## config.mk

```make
export PLATFORM = sky130hd
export DESIGN_NAME = tmr_multi
export DESIGN_NICKNAME = d
export VERILOG_FILES = /design/src/rtl/tmr_pkg.sv /design/src/rtl/tmr_sync_edge.sv /design/src/rtl/tmr_irq.sv /design/src/rtl/tmr_core.sv /design/src/rtl/tmr_multi.sv
export SDC_FILE = /design/constraint.sdc
export NUM_CORES = 1
export LEC_CHECK = 0
export BUFFER_PORTS_ARGS = -buffer_cell sky130_fd_sc_hd__buf_2
export CORE_MARGIN = 4
export CORE_UTILIZATION = 48
export DETAILED_ROUTE_END_ITERATION = 10
export PLACE_DENSITY = 0.81
export SLEW_MARGIN = 10
export SYNTH_ARGS = -nofsm -noshare
export SYNTH_HDL_FRONTEND = slang
export SYNTH_HIERARCHICAL = 1
export SYNTH_SLANG_ARGS = --single-unit
```

## constraint.sdc

```tcl
create_clock -name clk -period 3.9 [get_ports clk]
set_input_delay 0.585 -clock clk [delete_from_list [all_inputs] [get_ports clk]]
set_output_delay 0.585 -clock clk [all_outputs]
set_load 0.02 [all_outputs]
```

## src/rtl/tmr_pkg.sv

```systemverilog
package tmr_pkg;
  typedef enum logic [1:0] {
    MODE_COUNT = 2'd0,
    MODE_PWM   = 2'd1,
    MODE_PULSE = 2'd2,
    MODE_DUTY  = 2'd3
  } tmr_mode_e;

  typedef enum logic [1:0] {
    ACT_HOLD   = 2'd0,
    ACT_TOGGLE = 2'd1,
    ACT_HIGH   = 2'd2,
    ACT_LOW    = 2'd3
  } tmr_act_e;

  function automatic logic apply_act(tmr_act_e act, logic cur);
    case (act)
      ACT_TOGGLE: apply_act = ~cur;
      ACT_HIGH:   apply_act = 1'b1;
      ACT_LOW:    apply_act = 1'b0;
      default:    apply_act = cur;
    endcase
  endfunction
endpackage

```

## src/rtl/tmr_sync_edge.sv

```systemverilog
module tmr_sync_edge #(
  parameter int STAGES = 2
) (
  input  logic clk,
  input  logic rst_n,
  input  logic din,
  output logic rise,
  output logic fall
);
  logic chain [STAGES];
  logic prev;

  for (genvar i = 0; i < STAGES; i++) begin : g_stage
    if (i == 0) begin : g_first
      always_ff @(posedge clk or negedge rst_n)
        if (!rst_n) chain[i] <= 1'b0;
        else        chain[i] <= din;
    end else begin : g_next
      always_ff @(posedge clk or negedge rst_n)
        if (!rst_n) chain[i] <= 1'b0;
        else        chain[i] <= chain[i-1];
    end
  end

  always_ff @(posedge clk or negedge rst_n)
    if (!rst_n) prev <= 1'b0;
    else        prev <= chain[STAGES-1];

  assign rise = chain[STAGES-1] & ~prev;
  assign fall = ~chain[STAGES-1] & prev;
endmodule

```

## src/rtl/tmr_irq.sv

```systemverilog
module tmr_irq (
  input  logic clk,
  input  logic rst_n,
  input  logic evt,
  input  logic int_en,
  input  logic int_mask,
  input  logic rd_clr,
  output logic raw,
  output logic ovf,
  output logic irq
);
  logic set_raw;
  assign set_raw = evt & int_en;

  always_ff @(posedge clk or negedge rst_n) begin
    if (!rst_n) begin
      raw <= 1'b0;
      ovf <= 1'b0;
    end else if (rd_clr) begin
      raw <= set_raw;
      ovf <= 1'b0;
    end else if (set_raw) begin
      raw <= 1'b1;
      if (raw) ovf <= 1'b1;
    end
  end

  assign irq = raw & ~int_mask;
endmodule

```

## src/rtl/tmr_core.sv

```systemverilog
module tmr_core
  import tmr_pkg::*;
#(
  parameter int CNT_W = 32
) (
  input  logic             clk,
  input  logic             rst_n,
  input  logic             en,
  input  tmr_mode_e        mode,
  input  logic             loop_en,
  input  tmr_act_e         out_act,
  input  logic             init_level,
  input  logic [CNT_W-1:0] target,
  input  logic             tick,
  input  logic             act_edge,
  input  logic             inact_edge,
  output logic [CNT_W-1:0] cnt,
  output logic [CNT_W-1:0] cap_w,
  output logic [CNT_W-1:0] cap_p,
  output logic             pin,
  output logic             phase,
  output logic             evt
);
  localparam int HALF_W = CNT_W / 2;

  logic             halted, armed, measuring;
  logic [CNT_W-1:0] hold;
  logic [HALF_W-1:0] len_sel, len_eff;
  logic             hit_tgt, last_pwm;

  always_comb begin
    len_sel  = phase ? target[CNT_W-1:HALF_W] : target[HALF_W-1:0];
    len_eff  = (len_sel == '0) ? HALF_W'(1) : len_sel;
    last_pwm = (cnt == (CNT_W'(len_eff) - CNT_W'(1)));
    hit_tgt  = (cnt == target);
    case (mode)
      MODE_COUNT: evt = !halted && tick && hit_tgt;
      MODE_PWM:   evt = tick && last_pwm;
      MODE_PULSE: evt = !halted && measuring && inact_edge;
      default:    evt = !halted && armed && act_edge;
    endcase
    evt = evt && en;
  end

  always_ff @(posedge clk or negedge rst_n) begin
    if (!rst_n) begin
      cnt <= '0; cap_w <= '0; cap_p <= '0; hold <= '0;
      pin <= 1'b0; phase <= 1'b0;
      halted <= 1'b0; armed <= 1'b0; measuring <= 1'b0;
    end else if (!en) begin
      cnt <= '0;
      phase <= 1'b0;
      halted <= 1'b0;
      armed <= 1'b0;
      measuring <= 1'b0;
      pin <= init_level;
    end else begin
      case (mode)
        MODE_COUNT: begin
          if (tick && !halted) begin
            if (hit_tgt) begin
              cnt    <= '0;
              pin    <= apply_act(out_act, pin);
              halted <= !loop_en;
            end else begin
              cnt <= cnt + 1'b1;
            end
          end
        end
        MODE_PWM: begin
          if (tick) begin
            if (last_pwm) begin
              cnt   <= '0;
              phase <= ~phase;
              pin   <= ~pin;
            end else begin
              cnt <= cnt + 1'b1;
            end
          end
        end
        MODE_PULSE: begin
          if (!halted) begin
            if (measuring && inact_edge) begin
              cap_w     <= cnt;
              cnt       <= '0;
              measuring <= 1'b0;
              halted    <= !loop_en;
            end else if (act_edge) begin
              cnt       <= CNT_W'(1);
              measuring <= 1'b1;
            end else if (measuring) begin
              cnt <= cnt + 1'b1;
            end
          end
        end
        default: begin
          if (!halted) begin
            if (act_edge) begin
              cnt <= CNT_W'(1);
              if (armed) begin
                cap_p <= cnt;
                cap_w <= hold;
                if (!loop_en) begin
                  halted <= 1'b1;
                  armed  <= 1'b0;
                  cnt    <= '0;
                end
              end else begin
                armed <= 1'b1;
              end
            end else if (armed) begin
              if (inact_edge) hold <= cnt;
              cnt <= cnt + 1'b1;
            end
          end
        end
      endcase
    end
  end
endmodule

```

## src/rtl/tmr_multi.sv

```systemverilog
module tmr_multi
  import tmr_pkg::*;
#(
  parameter int CNT_W       = 32,
  parameter int SYNC_STAGES = 2
) (
  input  logic             clk,
  input  logic             rst_n,
  input  logic             en,
  input  logic [1:0]       mode,
  input  logic             edge_sel,
  input  logic             loop_en,
  input  logic             clk_src,
  input  logic [1:0]       out_act,
  input  logic             init_level,
  input  logic [CNT_W-1:0] target,
  input  logic             int_en,
  input  logic             int_mask,
  input  logic             ext_clk,
  input  logic             cap_in,
  input  logic             rd_cur,
  output logic [CNT_W-1:0] cur_val,
  output logic [CNT_W-1:0] cap_width,
  output logic [CNT_W-1:0] cap_period,
  output logic             timer_out,
  output logic             phase,
  output logic             int_raw,
  output logic             int_out,
  output logic             ovf
);
  logic ext_rise, ext_fall, cap_rise, cap_fall;
  logic tick, act_edge, inact_edge, evt;

  tmr_sync_edge #(.STAGES(SYNC_STAGES)) u_ext_sync (
    .clk(clk), .rst_n(rst_n), .din(ext_clk), .rise(ext_rise), .fall(ext_fall)
  );

  tmr_sync_edge #(.STAGES(SYNC_STAGES)) u_cap_sync (
    .clk(clk), .rst_n(rst_n), .din(cap_in), .rise(cap_rise), .fall(cap_fall)
  );

  assign tick       = clk_src ? (edge_sel ? ext_fall : ext_rise) : 1'b1;
  assign act_edge   = edge_sel ? cap_fall : cap_rise;
  assign inact_edge = edge_sel ? cap_rise : cap_fall;

  tmr_core #(.CNT_W(CNT_W)) u_core (
    .clk(clk), .rst_n(rst_n), .en(en),
    .mode(tmr_mode_e'(mode)), .loop_en(loop_en),
    .out_act(tmr_act_e'(out_act)), .init_level(init_level),
    .target(target), .tick(tick),
    .act_edge(act_edge), .inact_edge(inact_edge),
    .cnt(cur_val), .cap_w(cap_width), .cap_p(cap_period),
    .pin(timer_out), .phase(phase), .evt(evt)
  );

  tmr_irq u_irq (
    .clk(clk), .rst_n(rst_n), .evt(evt), .int_en(int_en),
    .int_mask(int_mask), .rd_clr(rd_cur),
    .raw(int_raw), .ovf(ovf), .irq(int_out)
  );
endmodule

```

Yosys cells after proc, flatten, opt, wreduce, memory -nomap -nowiden
Cells that the tools add are included.

cells by class
  reduce and logical (&&, ||, !) cells = 29
  bitwise logic cells = 17
  $add $sub $neg = 2
  muxes and demuxes = 65
  eq/ne operators = 27

operators by type and width
  cell                                                                   number
  32-bit two-way mux                                                     18
  32-bit case mux with 3 select lines                                    1
  32-bit equality test                                                   2
  32-bit case mux with 2 select lines                                    1
  1-bit two-way mux                                                      39
  32-bit by 1-bit adder with 32-bit output (second input constant)       1
  16-bit two-way mux                                                     2
  6-bit AND reduction                                                    4
  16-bit by 1-bit subtractor with 17-bit output (second input constant)  1
  16-bit zero test                                                       1
  2-bit by 1-bit != test with 1-bit output (second input constant)       6
  3-bit by 2-bit != test with 1-bit output (second input constant)       4
  3-bit AND reduction                                                    4
  1-bit NOT                                                              11
  1-bit logical AND                                                      9
  1-bit case mux with 3 select lines                                     3
  2-bit nonzero test                                                     4
  1-bit AND                                                              6
  2-bit equality test (second input constant)                            3
  2-bit != test (second input constant)                                  3
  3-bit by 1-bit != test with 1-bit output (second input constant)       2
  6-bit by 1-bit != test with 1-bit output (second input constant)       1
  5-bit by 2-bit != test with 1-bit output (second input constant)       1
  5-bit != test (second input constant)                                  1
  other kinds (10)                                                       12

storage, ports and cells
  logic and storage cells = 157
  bits in registers = 141

Logic depth before layout (Yosys ltp)
Gate-level depths: netlist of the first run.

  depth in word-level cells = 11
  depth in mapped cells = 17
  mapped depth without buffers = 15

Modules after synthesis
Netlist of the first run, hierarchy kept.

modules (own cells, without submodules)
  module         times used  cells an instance  area an instance (um^2)  seq. area each (um^2)
  tmr_core       1           800                7702.4                   3328.2
  tmr_sync_edge  2           5                  90.1                     75.1
  tmr_irq        1           8                  80.1                     50.0
  tmr_multi      1           4                  36.3                     0.0

Least setup slack after synthesis of the first run
No wires, ideal clock.

  path type = in2reg
  start point = input target[16]
  end point = register u_core.cnt[1]
  data arrival time = 3.364 ns
  library setup time = 0.122 ns
  stages on the path = 12
  path buffers = 1
  path slack = 0.414 ns
  cell sequence = or4b_2 o22ai_2 a21oi_1 ha_1 o221ai_1 nor4b_1 or3_1 a21oi_1 o2111a_2 nand3_4 buf_6 a32o_1

between the ends
  word-level cells in the longest chain between the ends = 9

RTL lines
  what                                           RTL line         text
  start: declaration                             tmr_multi.sv:16  input logic [CNT_W-1:0] target,
  16-bit two-way mux                             tmr_core.sv:32   len_sel = phase ? target[CNT_W-1:HALF_W] : target[HALF_W-1:0];
  16-bit zero test                               tmr_core.sv:33   len_eff = (len_sel == '0) ? HALF_W'(1) : len_sel;
  16-bit two-way mux                             tmr_core.sv:33
  16-bit by 1-bit subtractor with 17-bit output  tmr_core.sv:34   last_pwm = (cnt == (CNT_W'(len_eff) - CNT_W'(1)));
  32-bit equality test                           tmr_core.sv:34
  32-bit two-way mux                             tmr_core.sv:72   if (last_pwm) begin
  32-bit two-way mux                             tmr_core.sv:71   if (tick) begin
  32-bit case mux with 3 select lines (*)        tmr_core.sv:58   case (mode)
  32-bit two-way mux (*)                         tmr_core.sv:50   end else if (!en) begin
  end signal: assignment                         tmr_core.sv:66   cnt <= cnt + 1'b1;
  end signal: assignment                         tmr_core.sv:77   cnt <= cnt + 1'b1;
  end signal: assignment                         tmr_core.sv:92   cnt <= cnt + 1'b1;
  end: declaration                               tmr_core.sv:17   output logic [CNT_W-1:0] cnt,

Mark *: on every way between the ends. The rest lies on a longest branch, timed or not. The select of a mux whose other input is x is not followed.
A chain may end at the register's enable or synchronous reset.

Final worst setup path of the first run
  start point = register u_core.phase
  end point = register u_core.cnt[18]

between the ends
  word-level cells in the longest chain between the ends = 9

RTL lines
  what                                               RTL line        text
  start: declaration                                 tmr_core.sv:21  output logic phase,
  start signal: assignment                           tmr_core.sv:74  phase <= ~phase;
  16-bit two-way mux (*)                             tmr_core.sv:32
  16-bit zero test                                   tmr_core.sv:33
  16-bit two-way mux (*)                             tmr_core.sv:33
  16-bit by 1-bit subtractor with 17-bit output (*)  tmr_core.sv:34
  32-bit equality test (*)                           tmr_core.sv:34
  32-bit two-way mux (*)                             tmr_core.sv:72
  32-bit two-way mux (*)                             tmr_core.sv:71
  32-bit case mux with 3 select lines (*)            tmr_core.sv:58
  32-bit two-way mux (*)                             tmr_core.sv:50

Marked as above.

==> results.md, run 1 <==
Routing:
- The via count of the routed design is approximately 7000.
- After detailed routing, the average wire length per cell comes to between 15 and 20 um.
- The via-per-instance ratio is 6.00.
- After detailed routing, the number of remaining DRC violations is 0.
- The routed wire length is approximately 23000 um.
- The number of iterations in the first detailed-routing pass is 5.
- The post-detailed-route count of antenna-violating nets is 0.
- After the first detailed-routing iteration, the DRC count stood at approximately 570.

Die:
- The count of boundary I/O pins is approximately 150.
- The die covers ~19000 um^2.
- The total core area is 16100 um^2.
- The y dimension of the die is ~140 um.
- In this run the core area contains 46 standard-cell rows.
- The overall die width is ~140 um.
- The effective utilization at floorplan is between 40 and 50%.

Global route:
- For this run the aggregate overflow at the end of global routing stands at 0.
- The global routing usage on met3 is ~5.5%.
- After global routing, the most crowded layer is met2.
- In the global route stage, met1 resource usage came out at 34.4%.
- Global routing consumed, over all layers together, around a quarter of the routing resources.
- The global-route wire length before repair is around 36000 um.
- The met2 capacity usage during global routing is about 39%.
- The maximum number of pins on one net before global-route repair is 98.
- The number of global-route vias before repair is 6853.
- The number of antenna violations at the first check in global routing was 0.

Clock network:
- The cell sitting at the root of the clock tree is a sky130_fd_sc_hd__clkbuf_16.
- Clock-pin slew was measured on the worst setup and hold paths at ~0.06 ns.
- The total clock buffers created by CTS is 17.
- The clock tree synthesis step divided the H-tree into 4 levels.
- The number of sinks on the clock net is between 100 and 150.
- Post-CTS timing repair inserted 0 buffers for setup.
- The clock insertion delay at the later pin of the skew report is between 0.4 and 0.5 ns.
- For this design, the CTS-stage hold fixing added 0 buffers.
- The clock passes through at most 2 buffers.
- The clock tree from TritonCTS is built.
- The number of gates resized after CTS was 0.

Place:
- The placed wire-length estimate after detailed placement is between 15000 and 20000 um.
- The congestion estimate from routability-driven global placement came to 0.946.
- The count of buffers added on input and output ports is roughly 150.

Critical path:
- The critical path launch point type is a flop.
- The setup path with the least slack is of type flop to flop.
- The type of destination of the critical path is a flop.
- In this run the register-to-register setup slack is 0.20 ns.
- The critical path data arrival time is around 4.0 ns.
- The worst-path maximum fanout is 28.
- Data on the critical path is required at its endpoint by between 4 and 5 ns.

STA:
- The final critical path takes up about 95% of the cycle.
- The max-slew violation count was 0.
- Setup violations remaining at the end of the flow were counted as 0.
- The achievable clock frequency is ~270 MHz.
- Setup repair after global routing left no endpoint under its margin.
- The final critical-path required period is between 3 and 4 ns.
- For the final database, setup skew stands at 0.00635 ns.
- The worst slew slack as a fraction of its limit is between 30% and 40%.
- The setup TNS is 0 ns.
- The measured slew at the worst slew-check pin is approximately 0.96 ns.
- The final hold violation count came to 0.

Power and ir drop:
- The ratio of total power to cell area is 392 nW/um^2.
- The leakage power is between 4 and 5 nW.
- Across the VDD grid, the largest voltage drop is 0.362 mV.
- The total power of the final layout is around 3.7 mW.

Worst hold path:
- The tightest min-delay check is of the input port to asynchronous set/reset pin type.

Run:
- The count of maximum capacitance violations is 0.

Synth:
- The top cell type by area accounts for between 40% and 50% of the synthesized area.
- Sorting the synthesized cells by how often they occur yields sky130_fd_sc_hd__dfrtp_1, sky130_fd_sc_hd__nor2_1, sky130_fd_sc_hd__mux2_2.
- The post-synthesis async set-or-reset flop share is 100%.
- The per-instance average area after synthesis is 9.73 um^2.
- By instance count, the leading cell after synthesis is sky130_fd_sc_hd__dfrtp_1.
- The number of different library cells used by synthesis comes to 69.
- Sorting the synthesized cells by area gives the leading types as sky130_fd_sc_hd__dfrtp_1, sky130_fd_sc_hd__mux2_2, sky130_fd_sc_hd__mux2i_1.
- For this run, the register share of the synthesized area comes to 44.1%.
- The cell area that synthesis handed to floorplanning was around 8000 um^2.
- Counting flops with a built-in enable in the synthesized netlist gives 0.
- The post-synthesis cell type with the largest combined area is sky130_fd_sc_hd__dfrtp_1.
- The predominant post-synthesis flop cell is sky130_fd_sc_hd__dfrtp_1.
- The flip-flop and latch count after synthesis is 141.
- During synthesis, Yosys emitted a total of 6 warnings.
- The synthesized netlist net count is 873.
- The instance count of the mapped netlist is about 820.

Finish:
- The fraction of final layout cells sized beyond drive strength 1 is ~31%.
- Counting the fill cells in the layout gives 1388.
- The area growth from synthesis to layout is 18.9%.
- 0 antenna diodes ended up in the layout.
- For this run, the share of the core covered by cells in the final layout is about three fifths.
- Across the whole layout, storage elements account for approximately 3500 um^2.
- The post-layout net count is between 900 and 1000.
- The multi-input combinational cells in the finished layout cover a total of roughly 4100 um^2.

Run status:
- The flow ran to the end, and the final reports show no timing, DRC or antenna violations.
## report_power, final
group	leakage [nW]	total [mW]	internal, mW	switching (mW)
logic	2.41	0.483	0.167	0.316
clock network	0.291	1.66	0.967	0.688
registers	1.93	1.59	1.53	0.0607
total	4.63	3.73	2.66	1.06
## critical path, stage by stage, from the launching register on
cell                       delay [ns]
sky130_fd_sc_hd__dfrtp_2         0.49
sky130_fd_sc_hd__buf_4           0.26
sky130_fd_sc_hd__or4_1           0.57
sky130_fd_sc_hd__o22ai_2         0.16
sky130_fd_sc_hd__a21oi_1         0.09
sky130_fd_sc_hd__ha_1            0.25
sky130_fd_sc_hd__o221ai_1        0.16
sky130_fd_sc_hd__nor4b_2         0.11
sky130_fd_sc_hd__or3_1           0.39
sky130_fd_sc_hd__a21oi_1         0.13
sky130_fd_sc_hd__o2111a_2        0.28
sky130_fd_sc_hd__nand3_4         0.17
sky130_fd_sc_hd__buf_12          0.22
sky130_fd_sc_hd__a31oi_1         0.16
sky130_fd_sc_hd__mux2i_1         0.11
## layout make-up
class	instances	area share, %
Clock buffer	17	4.47
Tap cell	216	2.84
Timing Repair Buffer	167	9.48
Clock inverter	15	1.85
Inverter	22	0.868
Multi-Input combinational cell	592	43.4
Sequential cell	141	37.1
## metrics by stage
| stage | hold slack [ns] | cells | cell area, um^2 | setup WS, ns |
|---|---|---|---|---|
| finish | 0.265 | 1170 | 9510 | 0.203 |
| CTS | 0.255 | 1170 | 9500 | 0.169 |
| global placement | 0.335 | 1138 | 8900 | 0.227 |
| floorplan | 0.289 | 822 | 8000 | 0.414 |
| global route | 0.256 | 1170 | 9510 | 0.0102 |
| detailed placement | 0.340 | 1138 | 8900 | 0.135 |
## worst paths after layout
path | cells after the start | startpoint | to
min in group clk | 1 | ext_clk | u_ext_sync/chain[1]$_DFF_PN0_
setup / recovery | 14 | u_core/phase$_DFFE_PN0P_ | u_core/cnt[18]$_DFFE_PN0P_
hold / removal | 1 | rst_n | u_core/cap_p[24]$_DFFE_PN0P_
max in group asynchronous | 2 | rst_n | u_core/cap_w[7]$_DFFE_PN0P_
setup reg to reg | 14 | u_core/phase$_DFFE_PN0P_ | u_core/cnt[18]$_DFFE_PN0P_
hold reg to reg | 0 | u_ext_sync/chain[1]$_DFF_PN0_ | u_ext_sync/chain[0]$_DFF_PN0_
## metal layers
layer,wire (um),up-vias
met1,9710,3422
li1,-,3206
met5,0,-
met3,2020,43
met2,10700,344
met4,446,0
## placed cells by master, fill, tap and decap left out, types with 7 or more instances in the layout
master and count:
sky130_fd_sc_hd__clkbuf_16 17, sky130_fd_sc_hd__mux2_2 68, sky130_fd_sc_hd__nor3_1 18, sky130_fd_sc_hd__a21oi_1 55
sky130_fd_sc_hd__inv_6 8, sky130_fd_sc_hd__nand3_1 36, sky130_fd_sc_hd__o311ai_1 8, sky130_fd_sc_hd__nor2b_1 8
sky130_fd_sc_hd__xnor2_1 8, sky130_fd_sc_hd__mux2i_1 44, sky130_fd_sc_hd__o22ai_1 7, sky130_fd_sc_hd__xor2_1 42
sky130_fd_sc_hd__a31oi_1 20, sky130_fd_sc_hd__dfrtp_1 140, sky130_fd_sc_hd__buf_2 147, sky130_fd_sc_hd__nand2_1 52
sky130_fd_sc_hd__o211ai_1 13, sky130_fd_sc_hd__o21ai_0 14, sky130_fd_sc_hd__buf_4 18, sky130_fd_sc_hd__nor2_1 76
sky130_fd_sc_hd__inv_1 22, sky130_fd_sc_hd__nand4_1 20, sky130_fd_sc_hd__nor4_1 17
## sequential cells by signal (all words and copies together), names as in the netlist
signal            cells
u_core/cnt           32
u_irq/raw             1
u_cap_sync/chain      2
u_core/phase          1
u_ext_sync/chain      2
u_core/cap_w         32
u_core/pin            1
u_ext_sync/prev       1
u_core/hold          32
u_core/cap_p         32
u_core/measuring      1
u_cap_sync/prev       1
u_core/halted         1
u_irq/ovf             1
u_core/armed          1
## cell families (layout without fill, tap and decap cells)
family | after synthesis | in the layout | synth area share (%)
simple gates | 280 | 280 | 18.0
buf+inv | 89 | 221 | 4.80
fa+ha+maj | 3 | 3 | 0.469
xor+xnor | 50 | 50 | 5.47
mux | 113 | 113 | 15.2
flops | 141 | 141 | 44.1
compound gates | 146 | 146 | 11.9
(Power assumes the default switching activity.)
==> run 2, diff against run 1 <==
--- a/config.mk
+++ b/config.mk
@@ -10,6 +10,7 @@
 export CORE_UTILIZATION = 48
 export DETAILED_ROUTE_END_ITERATION = 10
 export PLACE_DENSITY = 0.81
+export REMOVE_ABC_BUFFERS = 1
 export SLEW_MARGIN = 10
 export SYNTH_ARGS = -nofsm -noshare
 export SYNTH_HDL_FRONTEND = slang
==> run 2 against run 1 <==
  * Total power increased by 0.31%
  * Setup slack improved by 0.042 ns
  * Clock skew grew 0.0096 ns
  * Cell count grew 0.51%
  * Core utilization rose by 0.34 points
  * Critical path type unchanged
  * Highest routed layer is now met5
==> results.md, run 2 (same netlist as run 1, synthesis figures left out) <==
Power and ir drop:
- The leakage power came to 4.67 nW (+0.73%).
- The cell internal power dissipation was 2.73 mW (+2.3%).
- The clock network fraction of total power is 44.6% (+0.2 points).
- The sequential fraction of design power is 42.3% (-0.4 points).
- The maximum vdd ir drop is 0.304 mV (-16%).
- The switching share of power is 27.1% (-1.5 points).
- The total power of the final layout is 3.74 mW (+0.31%).
- The switching power summed over all nets was 1.01 mW (-4.8%).
- The ratio of total power to cell area was 391 nW/um^2 (-0.26%).
- The fraction of power consumed by combinational cells is 13.1% (+0.2 points).

Routing:
- The number of iterations in the first detailed-routing pass is 6 (+1).
- The average wire per standard cell is 18.7 um (-4.1%).
- The post-detailed-route count of antenna-violating nets is 0 (unchanged).
- The via-per-instance ratio is 5.90 (-1.5%).
- The routed wire length is 22000 um (-3.6%).
- The detailed router's first-iteration violation count is 601 (+5.1%).
- The post-detailed-route DRC marker count is 0 (unchanged).
- The via count of the routed design was 6943 (-1.0%).

STA:
- The worst slew slack as a fraction of its limit came to 29.3% (-6.4 points).
- The setup TNS is 0 ns (unchanged).
- The final critical-path required period is 3.65 ns (-0.0421 ns).
- Setup repair after global routing left no endpoint under its margin.
- The clock tree skew after final layout is 0.0160 ns (+0.00963 ns).
- The achievable clock frequency is 274 MHz (+1.2%).
- The final hold violation count came to 0 (unchanged).
- The final count of negative-setup-slack endpoints is 0 (unchanged).
- The share of the clock period used by the worst path after layout is 93.7% (-1.1 points).
- The measured slew at the worst slew-check pin is 1.06 ns (+0.0955 ns).
- The max-slew violation count was 0 (unchanged).

Critical path:
- The worst-path maximum fanout is 33 (+18%).
- The register-to-register setup slack is 0.25 ns (+0.04 ns).
- The type of destination of the critical path is a flop.
- The required time at the endpoint of the critical path came to 4.19 ns (about the same).
- In this run the critical register-to-register path is launched from u_core/phase$_DFFE_PN0P_.
- The critical path launch point type is a flop.
- The critical path data arrival time is 3.95 ns (-0.03 ns).
- The start-to-end type of the worst setup path is flop to flop.
- In this run the critical register-to-register path is captured at u_core/cnt[15]$_DFFE_PN0P_.
- The count of cells along the worst register-to-register path came to 14 (unchanged).

Clock network:
- The clock insertion delay at the later pin of the skew report came to 0.43 ns (about the same).
- The number of hold-repair buffers added at the cts stage is 0 (unchanged).
- The number of buffers inserted by post-CTS setup repair is 0 (unchanged).
- The number of sinks on the clock net came to 141 (unchanged).
- The worst-case clock buffer depth came to 2 (unchanged).
- The CTS clock-pin slew for the worst setup and hold paths was 0.06 ns (about the same).
- The root buffer selected by CTS is sky130_fd_sc_hd__clkbuf_16.
- The number of levels the H-tree was split into came to 4 (unchanged).
- The total clock buffers created by CTS came to 17 (unchanged).
- TritonCTS built the clock tree.
- The number of gates resized after CTS came to 0 (unchanged).

Die:
- The area of the die came to 18800 um^2 (unchanged).
- The count of boundary I/O pins came to 149 (unchanged).
- The overall die width is 137 um (unchanged).
- The total core area is 16100 um^2 (unchanged).
- The effective utilization at floorplan is 49.6% (unchanged).
- The standard-cell row count is 46 (unchanged).
- The y dimension of the die is 137 um (unchanged).

Global route:
- The number of global-route vias before repair came to 6607 (-3.6%).
- The number of antenna violations at the first check in global routing was 3 (+3).
- The maximum number of pins on one net before global-route repair is 78 (-20%).
- The global-route wire length before repair is 35000 um (-4.0%).
- The total congestion overflow after global routing came to 0 (unchanged).
- The total global-route track usage is 23.9% (-0.77 points).

Run:
- The count of maximum capacitance violations is 0 (unchanged).

Run status:
- The flow ran to the end, and the final reports show no timing, DRC or antenna violations.

Place:
- The standard cell area after detailed placement is 8920 um^2 (+0.25%).
- The placed wire-length estimate after detailed placement came to 15900 um (+0.15%).
- The number of input and output port buffers inserted was 148 (unchanged).
- The placer congestion estimate is 0.995 (+5.1%).

Finish:
- The leading cell type in the layout, fill and taps excluded is sky130_fd_sc_hd__buf_2.
- Leaving out fill and tap cells, the most frequent cells in the layout are sky130_fd_sc_hd__buf_2, sky130_fd_sc_hd__dfrtp_1, sky130_fd_sc_hd__nor2_1.
- The post-layout net count is 995 (+0.30%).
- From synthesis to final layout, the design area changed by 19.6%.
- The fraction of final layout cells sized beyond drive strength 1 is 30.9% (+0.32 points).
- The final core area utilization is 59.4% (+0.34 points).
- The final design area excluding fillers is 9570 um^2 (+0.58%).

Worst hold path:
- In this run the worst hold path is classified as input port to asynchronous set/reset pin.
run 2: changes by cell type in the layout (fill, tap and decap cells not counted), moves of 2 or more:
cell and delta:
sky130_fd_sc_hd__buf_4 +3, sky130_fd_sc_hd__clkbuf_1 +2, sky130_fd_sc_hd__clkinv_2 +2, sky130_fd_sc_hd__clkinv_4 +2, sky130_fd_sc_hd__diode_2 +3, sky130_fd_sc_hd__inv_6 -5
sky130_fd_sc_hd__inv_8 -2, sky130_fd_sc_hd__nor3_1 -3, sky130_fd_sc_hd__nor3_2 +3
run 2: final cells by class:
type / count / area, um^2
Antenna cell: 3 / 7.51
Tap cell: 216 / 270
Clock buffer: 20 / 447
Clock inverter: 12 / 160
Timing Repair Buffer: 170 / 925
Multi-Input combinational cell: 592 / 4150
Sequential cell: 141 / 3530
Fill cell: 1379 / 6550
Inverter: 22 / 82.6
run 2: worst max-delay path by stage:
stage | start | to | cells after the start | slack [ns]
finish | u_core/phase$_DFFE_PN0P_ | u_core/cnt[15]$_DFFE_PN0P_ | 14 | 0.25
global route | u_core/phase$_DFFE_PN0P_ | u_core/cnt[15]$_DFFE_PN0P_ | 17 | 0.02
CTS | u_core/phase$_DFFE_PN0P_ | u_irq/ovf$_DFFE_PN0P_ | 16 | 0.12
detailed placement | target[16] | u_irq/ovf$_DFFE_PN0P_ | 14 | 0.10
global placement | target[16] | u_irq/ovf$_DFFE_PN0P_ | 14 | 0.19
floorplan | edge_sel | u_core/cap_w[0]$_DFFE_PN0P_ | 6 | -0.81
run 2: layer usage:
metal	vias up	part of all wire (%)	track usage, %	wire length, um
li1	3212	-	-	-
met1	3376	44	33.4	9740
met3	50	8.9	6.43	1950
met4	2	2.0	7.87	450
met2	303	45	36.1	9880
met5	-	0.086	0	19
run 2: per-stage QoR:
step | setup slack [ns] | hold slack [ns] | cells
floorplan | -0.813 | 0.289 | 755
global placement | 0.193 | 0.334 | 1141
detailed placement | 0.104 | 0.336 | 1141
CTS | 0.120 | 0.197 | 1173
global route | 0.0218 | 0.235 | 1174
finish | 0.245 | 0.184 | 1176
run 2: worst max-delay path: stages, from the launching register on:
cell and delay (ns):
sky130_fd_sc_hd__dfrtp_1 0.39, sky130_fd_sc_hd__buf_12 0.21, sky130_fd_sc_hd__or4b_2 0.64, sky130_fd_sc_hd__o22ai_2 0.21, sky130_fd_sc_hd__a21oi_1 0.09, sky130_fd_sc_hd__ha_1 0.26
sky130_fd_sc_hd__o221ai_1 0.14, sky130_fd_sc_hd__nor4b_2 0.10, sky130_fd_sc_hd__or3_1 0.37, sky130_fd_sc_hd__a21oi_1 0.16, sky130_fd_sc_hd__o2111a_2 0.29, sky130_fd_sc_hd__nand3_4 0.10
sky130_fd_sc_hd__buf_4 0.24, sky130_fd_sc_hd__a31oi_1 0.18, sky130_fd_sc_hd__mux2i_1 0.12
run 2: power groups by stage:
stage	clock, mW	sequential [mW]	combinational, mW
after floorplan	0	1.68	0.192
after global placement	0	1.61	0.474
after CTS	1.70	1.58	0.488
final	1.67	1.58	0.489
after global routing	1.76	1.59	0.536
after detailed placement	0	1.61	0.485
==> run 3, diff against run 2 <==
--- a/config.mk
+++ b/config.mk
@@ -11,7 +11,8 @@
 export DETAILED_ROUTE_END_ITERATION = 10
 export PLACE_DENSITY = 0.81
 export REMOVE_ABC_BUFFERS = 1
-export SLEW_MARGIN = 10
+export SKIP_LAST_GASP = 1
+export SLEW_MARGIN = 20
 export SYNTH_ARGS = -nofsm -noshare
 export SYNTH_HDL_FRONTEND = slang
 export SYNTH_HIERARCHICAL = 1
==> constraint.sdc (replaced) <==
create_clock -name clk -period 4.5 [get_ports clk]
set_input_delay 0.675 -clock clk [delete_from_list [all_inputs] [get_ports clk]]
set_output_delay 0.675 -clock clk [all_outputs]
set_load 0.02 [all_outputs]
==> run 3 against run 2 <==
  * Non-clock buffer count down 6
  * Clock skew down 0.0054 ns
  * Hold slack better by 0.10 ns
  * Cell count down 0.68%
  * Core utilization down 0.40 points
  * Total power down 12%
  * Clock power down 10%
  * Setup slack better by 0.21 ns
  * Largest cell class unchanged
  * Die area unchanged
==> results.md, run 3 (same netlist as run 1, synthesis figures left out) <==
Run status:
- The run finished with clean final reports.

Die:
- The effective utilization at floorplan is 49.6% (unchanged).
- The area of the die is 18800 um^2 (unchanged).
- The y dimension of the die was 137 um (unchanged).
- The standard-cell row count is 46 (unchanged).
- The overall die width is 137 um (unchanged).
- The count of boundary I/O pins was 149 (unchanged).
- The total core area is 16100 um^2 (unchanged).

Clock network:
- The number of hold-repair buffers added at the cts stage was 0 (unchanged).
- The number of levels the H-tree was split into came to 4 (unchanged).
- The total clock buffers created by CTS is 17 (unchanged).
- The CTS clock-pin slew for the worst setup and hold paths was 0.06 ns (about the same).
- The root buffer selected by CTS is sky130_fd_sc_hd__clkbuf_16.
- The worst-case clock buffer depth is 2 (unchanged).
- The clock insertion delay at the later pin of the skew report is 0.42 ns (about the same).
- The clock tree from TritonCTS is built.
- The number of sinks on the clock net was 141 (unchanged).

Finish:
- The filler cell count in the final layout is 1373 (-0.44%).
- The final cell count without fillers is 1168 (-0.68%).
- The library cells used most frequently in the layout, excluding fill and tap cells, are sky130_fd_sc_hd__buf_2, sky130_fd_sc_hd__dfrtp_1, sky130_fd_sc_hd__nor2_1.
- The library cell used most frequently in the layout, excluding fill and tap cells, is sky130_fd_sc_hd__buf_2.
- The fraction of final layout cells sized beyond drive strength 1 was 30.2% (-0.75 points).
- The area growth from synthesis to layout is 18.8%.
- The post-layout net count is 989 (-0.60%).

Global route:
- The total global-route track usage was 23.9% (about the same).
- The number of antenna violations at the first check in global routing is 5 (+2).
- The number of global-route vias before repair came to 6696 (+1.3%).
- The global-route wire length before repair is 35400 um (+1.2%).
- The total congestion overflow after global routing is 0 (unchanged).
- The maximum number of pins on one net before global-route repair is 80 (+2.6%).

Critical path:
- The worst-path maximum fanout is 21 (-36%).
- The count of cells along the worst register-to-register path is 15 (+1).
- Walking the worst path, the cells encountered are buf_4 -> nor3b_2 -> o22ai_1 -> nor3_1 -> a21oi_1 -> ha_1 -> o221ai_1 -> nor4b_1 -> o211ai_1 -> a21oi_1 -> o2111a_2 -> nand3_4 -> buf_4 -> a31oi_1 -> o22ai_1.
- The critical path data arrival time is 4.34 ns (+0.39 ns).
- The setup path with the least slack is of type flop to flop.
- The type of destination of the critical path is a flop.
- The critical path launch point type is a flop.
- In this run the critical register-to-register path is captured at u_core/cnt[23]$_DFFE_PN0P_.
- The required time at the endpoint of the critical path is 4.79 ns (+0.60 ns).
- The worst stage delay on the critical path is 0.56 ns (-0.08 ns).
- The register-to-register setup slack is 0.45 ns (+0.21 ns).
- The critical-path cell with the highest stage delay is sky130_fd_sc_hd__dfrtp_2.
- The startpoint of the worst-slack reg-to-reg timing path is u_core/phase$_DFFE_PN0P_.

Routing:
- The average wire per standard cell is 18.9 um (+0.90%).
- The number of iterations in the first detailed-routing pass is 6 (unchanged).
- The via-per-instance ratio is 5.91 (+0.13%).
- The post-detailed-route count of antenna-violating nets came to 0 (unchanged).
- The routed wire length came to 22100 um (+0.22%).
- The post-detailed-route DRC marker count came to 0 (unchanged).
- The detailed router's first-iteration violation count was 766 (+27%).
- The via count of the routed design is 6905 (-0.55%).

STA:
- The final hold violation count is 0 (unchanged).
- The final count of negative-setup-slack endpoints came to 0 (unchanged).
- The max-slew violation count is 0 (unchanged).
- The share of the clock period used by the worst path after layout is 89.9% (-3.8 points).
- The worst slew slack as a fraction of its limit was 23.3% (-6.1 points).
- The measured slew at the worst slew-check pin is 1.15 ns (+0.0881 ns).
- The clock tree skew after final layout came to 0.0105 ns (-0.00543 ns).
- The final worst setup slack is 0.453 ns (+0.207 ns).
- The worst-case hold slack is 0.285 ns (+0.102 ns).
- Setup repair after global routing left no endpoint under its margin.
- The achievable clock frequency came to 247 MHz (-9.7%).
- The final critical-path required period came to 4.05 ns (+0.393 ns).

Run:
- The count of maximum capacitance violations came to 0 (unchanged).

Worst hold path:
- The worst min-delay path category is input port to asynchronous set/reset pin.

Place:
- The placed wire-length estimate after detailed placement was 15700 um (-1.3%).
- The worst slack at placement was 0.367 ns (+0.263 ns).
- The number of placed cells counting well taps is 1135 (-0.53%).
- The number of input and output port buffers inserted is 148 (unchanged).
- The placer congestion estimate came to 0.952 (-4.2%).

Power and ir drop:
- The maximum vdd ir drop is 0.246 mV (-19%).
- The leakage power is 4.62 nW (-0.98%).
- The ratio of total power to cell area was 346 nW/um^2 (-12%).
-- run 3: layer usage --
layer  track usage [%]  part of all wire [%]
met1              32.9                    44
met2              37.6                    47
met3              6.54                   8.1
met4              5.65                   1.1
met5                 0                  0.20
-- run 3: worst max path at each step --
stage | from | endpoint | slack (ns) | cells past startpoint
3_3_place_gp | u_core/phase$_DFFE_PN0P_ | u_core/cnt[19]$_DFFE_PN0P_ | 0.48 | 15
2_1_floorplan | edge_sel | u_core/cap_w[0]$_DFFE_PN0P_ | -0.30 | 6
6_report | u_core/phase$_DFFE_PN0P_ | u_core/cnt[23]$_DFFE_PN0P_ | 0.45 | 15
5_1_grt | u_core/phase$_DFFE_PN0P_ | u_core/cnt[18]$_DFFE_PN0P_ | 0.16 | 15
3_5_place_dp | u_core/phase$_DFFE_PN0P_ | u_core/cnt[23]$_DFFE_PN0P_ | 0.37 | 15
4_1_cts | u_core/phase$_DFFE_PN0P_ | u_core/cnt[23]$_DFFE_PN0P_ | 0.33 | 15
-- run 3: per-stage QoR --
| step | util, % | total power [mW] | cell area, um^2 | setup TNS (ns) |
|---|---|---|---|---|
| finish | 59.0 | 3.29 | 9500 | 0 |
| global route | 59.0 | 3.42 | 9500 | 0 |
| CTS | 58.9 | 3.31 | 9500 | 0 |
| detailed placement | 55.0 | 1.81 | 8870 | 0 |
| global placement | 55.0 | 1.80 | 8870 | 0 |
| floorplan | - | 1.63 | 7700 | -9.80 |
-- run 3: final cells by class --
| class | instances | area (um^2) | share of cell area, % |
|---|---|---|---|
| Timing Repair Buffer | 164 | 867 | 9.13 |
| Antenna cell | 1 | 2.50 | 0.0263 |
| Multi-Input combinational cell | 592 | 4120 | 43.4 |
| Tap cell | 216 | 270 | 2.84 |
| Inverter | 22 | 82.6 | 0.869 |
| Clock buffer | 19 | 443 | 4.66 |
| Sequential cell | 141 | 3530 | 37.1 |
| Clock inverter | 13 | 188 | 1.98 |
-- run 3: where the power goes --
part,switching [mW],internal [mW]
Clock,0.553,0.945
Sequential,0.0435,1.33
Combinational,0.277,0.143
Total,0.874,2.41
-- run 3: what timing repair did --
action | CTS | global route
buffers inserted | 0 | 0
endpoints found under the setup margin | 0 | 12
gates resized for setup | 0 | 1
-- run 3: critical path, delay by kind of cell (launching register included) --
family	cells	cell delay (ns)
and+or+nand+nor	4	0.96
buffers and inverters	2	0.54
DFF	1	0.56
adders and majority gates	1	0.24
AOI/OAI and AO/OA	8	1.58
